<file path="src/rtl/txq_launch_pkg.sv">
package txq_launch_pkg;

  // byte threshold selected by the 3-bit code
  function automatic logic [8:0] thr_bytes(input logic [2:0] code);
    logic [8:0] t;
    case (code)
      3'd0: t = 9'd64;
      3'd1: t = 9'd128;
      3'd2: t = 9'd192;
      3'd3: t = 9'd256;
      3'd4: t = 9'd40;
      3'd5: t = 9'd32;
      3'd6: t = 9'd24;
      default: t = 9'd16;
    endcase
    return t;
  endfunction

endpackage

</file>
<file path="src/rtl/txq_frame_track.sv">
module txq_frame_track
  import txq_launch_pkg::*;
#(
  parameter int CNT_W  = 14,
  parameter int BEAT_W = 4,
  parameter int FRM_W  = 4
) (
  input  logic              clk,
  input  logic              rst,
  input  logic              wr_en,
  input  logic              wr_sof,
  input  logic              wr_eof,
  input  logic [BEAT_W-1:0] wr_bytes,
  input  logic              saf_mode,
  input  logic [2:0]        thr_code,
  input  logic              flush_req,
  input  logic              flush_busy,
  output logic              tx_start
);

  localparam logic [CNT_W-1:0] CNT_MAX = '1;

  logic [CNT_W-1:0] cur_bytes;
  logic             cur_act;
  logic             cur_started;
  logic [FRM_W-1:0] done_cnt;

  logic             blk, have_done, part_go, go, via_done, started_now, count_eof;
  logic [CNT_W:0]   sum;
  logic [CNT_W-1:0] thr_ext;

  always_comb begin
    blk         = flush_req | flush_busy;
    have_done   = (done_cnt != '0);
    thr_ext     = CNT_W'(thr_bytes(thr_code));
    part_go     = !saf_mode && cur_act && !cur_started && (cur_bytes > thr_ext);
    go          = !blk && (have_done || part_go);
    via_done    = go && have_done;
    started_now = cur_started | (go & !have_done);
    sum         = {1'b0, cur_bytes} + (CNT_W+1)'(wr_bytes);
    count_eof   = wr_en && wr_eof && (wr_sof || (cur_act && !started_now));
  end

  always_ff @(posedge clk) begin
    if (rst) begin
      tx_start    <= 1'b0;
      cur_bytes   <= '0;
      cur_act     <= 1'b0;
      cur_started <= 1'b0;
      done_cnt    <= '0;
    end else if (blk) begin
      tx_start    <= 1'b0;
      cur_bytes   <= '0;
      cur_act     <= 1'b0;
      cur_started <= 1'b0;
      done_cnt    <= '0;
    end else begin
      tx_start    <= go;
      done_cnt    <= done_cnt - FRM_W'(via_done) + FRM_W'(count_eof);
      cur_started <= started_now;
      if (wr_en && wr_sof) begin
        cur_bytes   <= CNT_W'(wr_bytes);
        cur_act     <= !wr_eof;
        cur_started <= 1'b0;
      end else if (wr_en && cur_act) begin
        cur_bytes <= sum[CNT_W] ? CNT_MAX : sum[CNT_W-1:0];
        if (wr_eof) begin
          cur_act     <= 1'b0;
          cur_started <= 1'b0;
        end
      end
    end
  end


  start_hold_chk: assert property (@(posedge clk) disable iff (rst)
    flush_busy |=> !tx_start);


  saf_wait_chk: assert property (@(posedge clk) disable iff (rst)
    (saf_mode && done_cnt == '0) |=> !tx_start);

endmodule

</file>
<file path="src/rtl/txq_flush_seq.sv">
module txq_flush_seq #(
  parameter int PEND_W = 4
) (
  input  logic clk,
  input  logic rst,
  input  logic flush_req,
  input  logic tx_start,
  input  logic stat_ack,
  output logic flush_busy,
  output logic flush_done,
  output logic fifo_ptr_rst
);

  logic [PEND_W-1:0] pend_cnt, pend_nxt;
  logic              dec;

  always_comb begin
    dec      = stat_ack && ((pend_cnt != '0) || tx_start);
    pend_nxt = pend_cnt + PEND_W'(tx_start) - PEND_W'(dec);
  end

  always_ff @(posedge clk) begin
    if (rst) begin
      pend_cnt     <= '0;
      flush_busy   <= 1'b0;
      flush_done   <= 1'b0;
      fifo_ptr_rst <= 1'b0;
    end else begin
      pend_cnt     <= pend_nxt;
      flush_done   <= 1'b0;
      fifo_ptr_rst <= 1'b0;
      if (!flush_busy && flush_req) begin
        flush_busy   <= 1'b1;
        fifo_ptr_rst <= 1'b1;
      end else if (flush_busy && pend_nxt == '0) begin
        flush_busy <= 1'b0;
        flush_done <= 1'b1;
      end
    end
  end


  ptr_pulse_chk: assert property (@(posedge clk) disable iff (rst)
    $rose(flush_busy) |-> fifo_ptr_rst);


  ptr_once_chk: assert property (@(posedge clk) disable iff (rst)
    fifo_ptr_rst |=> !fifo_ptr_rst);


  drain_done_chk: assert property (@(posedge clk) disable iff (rst)
    flush_done |-> (!flush_busy && pend_cnt == '0 && $past(flush_busy)));

endmodule

</file>
<file path="src/rtl/txq_launch_ctrl.sv">
module txq_launch_ctrl #(
  parameter int CNT_W  = 14,
  parameter int BEAT_W = 4,
  parameter int FRM_W  = 4,
  parameter int PEND_W = 4
) (
  input  logic              clk,
  input  logic              rst,
  input  logic              wr_en,
  input  logic              wr_sof,
  input  logic              wr_eof,
  input  logic [BEAT_W-1:0] wr_bytes,
  input  logic              saf_mode,
  input  logic [2:0]        thr_code,
  input  logic              flush_req,
  input  logic              stat_ack,
  output logic              tx_start,
  output logic              flush_busy,
  output logic              flush_done,
  output logic              fifo_ptr_rst
);

  txq_frame_track #(.CNT_W(CNT_W), .BEAT_W(BEAT_W), .FRM_W(FRM_W)) u_track (
    .clk(clk), .rst(rst), .wr_en(wr_en), .wr_sof(wr_sof), .wr_eof(wr_eof),
    .wr_bytes(wr_bytes), .saf_mode(saf_mode), .thr_code(thr_code),
    .flush_req(flush_req), .flush_busy(flush_busy), .tx_start(tx_start)
  );

  txq_flush_seq #(.PEND_W(PEND_W)) u_flush (
    .clk(clk), .rst(rst), .flush_req(flush_req), .tx_start(tx_start),
    .stat_ack(stat_ack), .flush_busy(flush_busy), .flush_done(flush_done),
    .fifo_ptr_rst(fifo_ptr_rst)
  );


  flush_wins_chk: assert property (@(posedge clk) disable iff (rst)
    flush_req |=> !tx_start);

endmodule

</file>
<file path="config.mk">
export PLATFORM = sky130hd
export DESIGN_NAME = txq_launch_ctrl
export DESIGN_NICKNAME = d
export VERILOG_FILES = /design/src/rtl/txq_launch_pkg.sv /design/src/rtl/txq_frame_track.sv /design/src/rtl/txq_flush_seq.sv /design/src/rtl/txq_launch_ctrl.sv
export SDC_FILE = /design/constraint.sdc
export NUM_CORES = 1
export LEC_CHECK = 0
export ABC_CLOCK_PERIOD_IN_PS = 5800
export BUFFER_PORTS_ARGS = -buffer_cell sky130_fd_sc_hd__buf_2
export CAP_MARGIN = 20
export CORE_AREA = 2 2 66 68
export CTS_BUF_LIST = sky130_fd_sc_hd__clkbuf_2
export CTS_CLUSTER_DIAMETER = 40
export DETAILED_ROUTE_END_ITERATION = 8
export DIE_AREA = 0 0 68 70
export GPL_TIMING_DRIVEN = 0
export PLACE_DENSITY = 0.73
export SKIP_LAST_GASP = 1
export SYNTH_ARGS = -nofsm -noshare
export SYNTH_HDL_FRONTEND = slang
export SYNTH_SLANG_ARGS = --single-unit
export TNS_END_PERCENT = 1
</file>
<file path="constraint.sdc">
create_clock -name clk -period 5.8 [get_ports clk]
set_clock_uncertainty 0.1 [all_clocks]
set_input_delay 1.16 -clock clk [delete_from_list [all_inputs] [get_ports clk]]
set_output_delay 1.16 -clock clk [all_outputs]
set_load 0.02 [all_outputs]
</file>
==> run metrics <==
WP data required=6.04 ns; Die Area=4760 sq um; setup repair after global routing missed its margin=false; Sink Count=28; compound-cell area share of the yosys netlist=20.15%; critical path launch point type=input pin; initial antenna violation count=0; Syn Area/Cell=8.820 sq um; Layout Nets=262; die height=70 um; # diodes=0; R2R setup slack=2.92 ns; largest net degree at the start of global routing=17; worst path cell trace=buf_2, nand2b_1, ha_1, or4b_1, o41a_2, o211ai_2, a41o_1, ha_1, inv_1, fa_1, xor2_1, nor2_1; via/cell ratio=5.535; postcts setup bufs=0; post-synth top area cell=dfxtp_1; share of layout cells above drive strength 1=12.11%; Power per Cell Area=259.2 nW/um^2; grt ovf=0; final worst path period need=3.509 ns; Setup TNS Final=0 ns; met1 usage=22.80%; I/O pin count=19; DRT Pass-1 Iters=4; post-synthesis adder-cell area fraction=17.42%; Final ANT Viol Nets=0; worst-path maximum fanout=4; CP endpoint kind=flip-flop; Fmax=285.0 MHz; Cell Rows=24; Post-synth top flop=dfxtp_1; Post-synth EDFFs=0; core area=4144 sq um; global-route wire length before repair=6.016 mm; CTS tree=built; drt drc=0; CP Data Arrival Time=3.75 ns; count leader, synth=dfxtp_1; mux cell area share after synthesis=0%; synth cell count leaders=dfxtp_1 (28), inv_1 (25), ha_1 (20); Crit path top cell by count=ha_1; Synth area leaders=dfxtp_1 (31%), ha_1 (14%), inv_1 (5.3%), a21oi_1 (4.8%), fa_1 (3.4%); Fillers=421; die width=68 um; Synth Area in XOR/XNOR=3.441%; clock latency on the worst-skew pair=0.37 ns; vias=1522; met3 usage=2.254%; #FFs+latches synth=28; Starting Density=43.00%; placed instance count=271; routed wire length per instance=12.36 um; CP Class=in2reg; worst min path class=reg2reg; FFs w/ async S/R, synth=0%; Mapped Area=1782 sq um; Largest stage delay, worst path=0.48 ns; global-route usage over all layers=15.76%; PostCTS Resize Cnt=0; Area Growth Syn to Fin=10.96%; Syn. warnings=0; Slew Limit Fails=0; max-cap violations=0; Final Hold Viols=0; Final setup viols=0; hold_buf cts=0; Synth cell types=49; Worst Path Buf+Inv=2; largest family of logic cells by synthesized area=simple AND/OR/NAND/NOR gates; Routability Congestion=0.8395; DP Wirelength=2.641 mm; initial DRC count=71; worst-case clock buffer depth=2; Synth Net Count=240; Post-Syn Instances=202; Synth Area in Simple Gates=21.84%; post-synthesis sequential area ratio=31.46%; Rel. slew slack=54.79%; Worst VDD drop=0.09715 mV; TritonCTS Buffers=3; Yosys top cell area share=31.46%; Pleak=0.8070 nW; GR peak layer=met2; number of port buffers=17; vias in the first global route=1424; part of the cycle the worst path needs=60.50%; status=complete, no violations; met2 usage=24.16%; Clock Tree Root=clkbuf_2; DRT Wirelength=3.398 mm; cell family with most CP delay=adder cells; register clock-pin slew on the reported worst setup and hold paths=0.28 ns; H-Tree Depth=1; CP max stage cell=or4b_1; slew at the pin with the worst max-slew slack=0.6730 ns; Non-Filler Instances=275
==> flip-flops by register name (all words and copies together) (netlist names) <==
signal	count
u_track.cur_bytes	14
u_track.cur_act	1
u_flush.flush_busy	1
u_flush.pend_cnt	4
u_track.done_cnt	4
u_flush.flush_done	1
u_track.tx_start	1
u_flush.fifo_ptr_rst	1
u_track.cur_started	1
==> area by class of cell <==
class	instances	area, sq um	area share (%)
tap	52	65.06	3.291
timing repair buffer	17	85.08	4.304
sequential	28	560.5	28.35
inverter	25	93.84	4.747
buffer	2	7.507	0.3797
clock inverter	1	30.03	1.519
multi-input combinational	147	1120	56.65
clock buffer	3	15.01	0.7595
==> cell families after synthesis <==
family / after synthesis
fa+ha+maj: 23
flops: 28
xor+xnor: 7
compound gates: 50
buf+inv: 27
simple gates: 67
==> worst register-to-register path: cells and delay by family, from the launching register on <==
family / cells / cell delay, ns
xor+xnor: 1 / 0.15
compound gates: 3 / 0.70
simple gates: 2 / 0.55
flops: 1 / 0.42
fa+ha+maj: 3 / 0.89
buf+inv: 1 / 0.05
==> through the flow <==
stage | power (mW) | instance area [sq um] | util (%) | worst slack, ns | hold slack (ns)
after CTS | 0.5195 | 1977 | 47.71 | 2.321 | 0.4355
after global placement | 0.3932 | 1932 | 46.62 | 1.890 | 0.3972
after floorplan | 0.3567 | 1782 | - | 2.205 | 0.3719
after detailed placement | 0.3995 | 1932 | 46.62 | 1.879 | 0.4063
after global routing | 0.5552 | 1977 | 47.71 | 2.225 | 0.4632
final | 0.5124 | 1977 | 47.71 | 2.291 | 0.4427
==> layout by cell type (no fill, tap or decap), types with 2 or more instances in the layout <==
| cell | count |
|---|---|
| a211oi_1 | 2 |
| a21o_1 | 4 |
| a21oi_1 | 17 |
| a31oi_1 | 4 |
| and2_1 | 2 |
| and3_1 | 4 |
| and4_1 | 2 |
| and4b_1 | 2 |
| buf_2 | 17 |
| clkbuf_1 | 2 |
| clkbuf_2 | 3 |
| dfxtp_1 | 28 |
| fa_1 | 3 |
| ha_1 | 20 |
| inv_1 | 25 |
| nand2_1 | 11 |
| nand2b_1 | 4 |
| nand3b_1 | 2 |
| nand4_1 | 2 |
| nor2_1 | 13 |
| nor2b_1 | 2 |
| nor3_1 | 6 |
| nor3b_1 | 4 |
| o21a_1 | 2 |
| o21ai_0 | 2 |
| o221ai_1 | 4 |
| o31ai_1 | 3 |
| or4_1 | 4 |
| xnor2_1 | 2 |
| xor2_1 | 5 |
==> power breakdown <==
part           internal, mW  switching (mW)
clock network        0.0593          0.0588
registers             0.212          0.0118
logic                0.0750          0.0958
==> final timing paths <==
kind / end / start / cells after the start
max reg2reg: u_track.done_cnt[2] / u_track.cur_bytes[5] / 10
min reg2reg: u_track.cur_started / u_track.cur_started / 2
min: u_track.cur_started / u_track.cur_started / 2
max: u_track.done_cnt[2] / thr_code[1] / 12
==> metal layers <==
layer / wire [um] / vias to the layer above
met2: 1476 / 23
met4: 16 / 0
met5: 0 / -
met3: 136 / 2
li1: - / 782
met1: 1768 / 715
(Power assumes the default switching activity.)
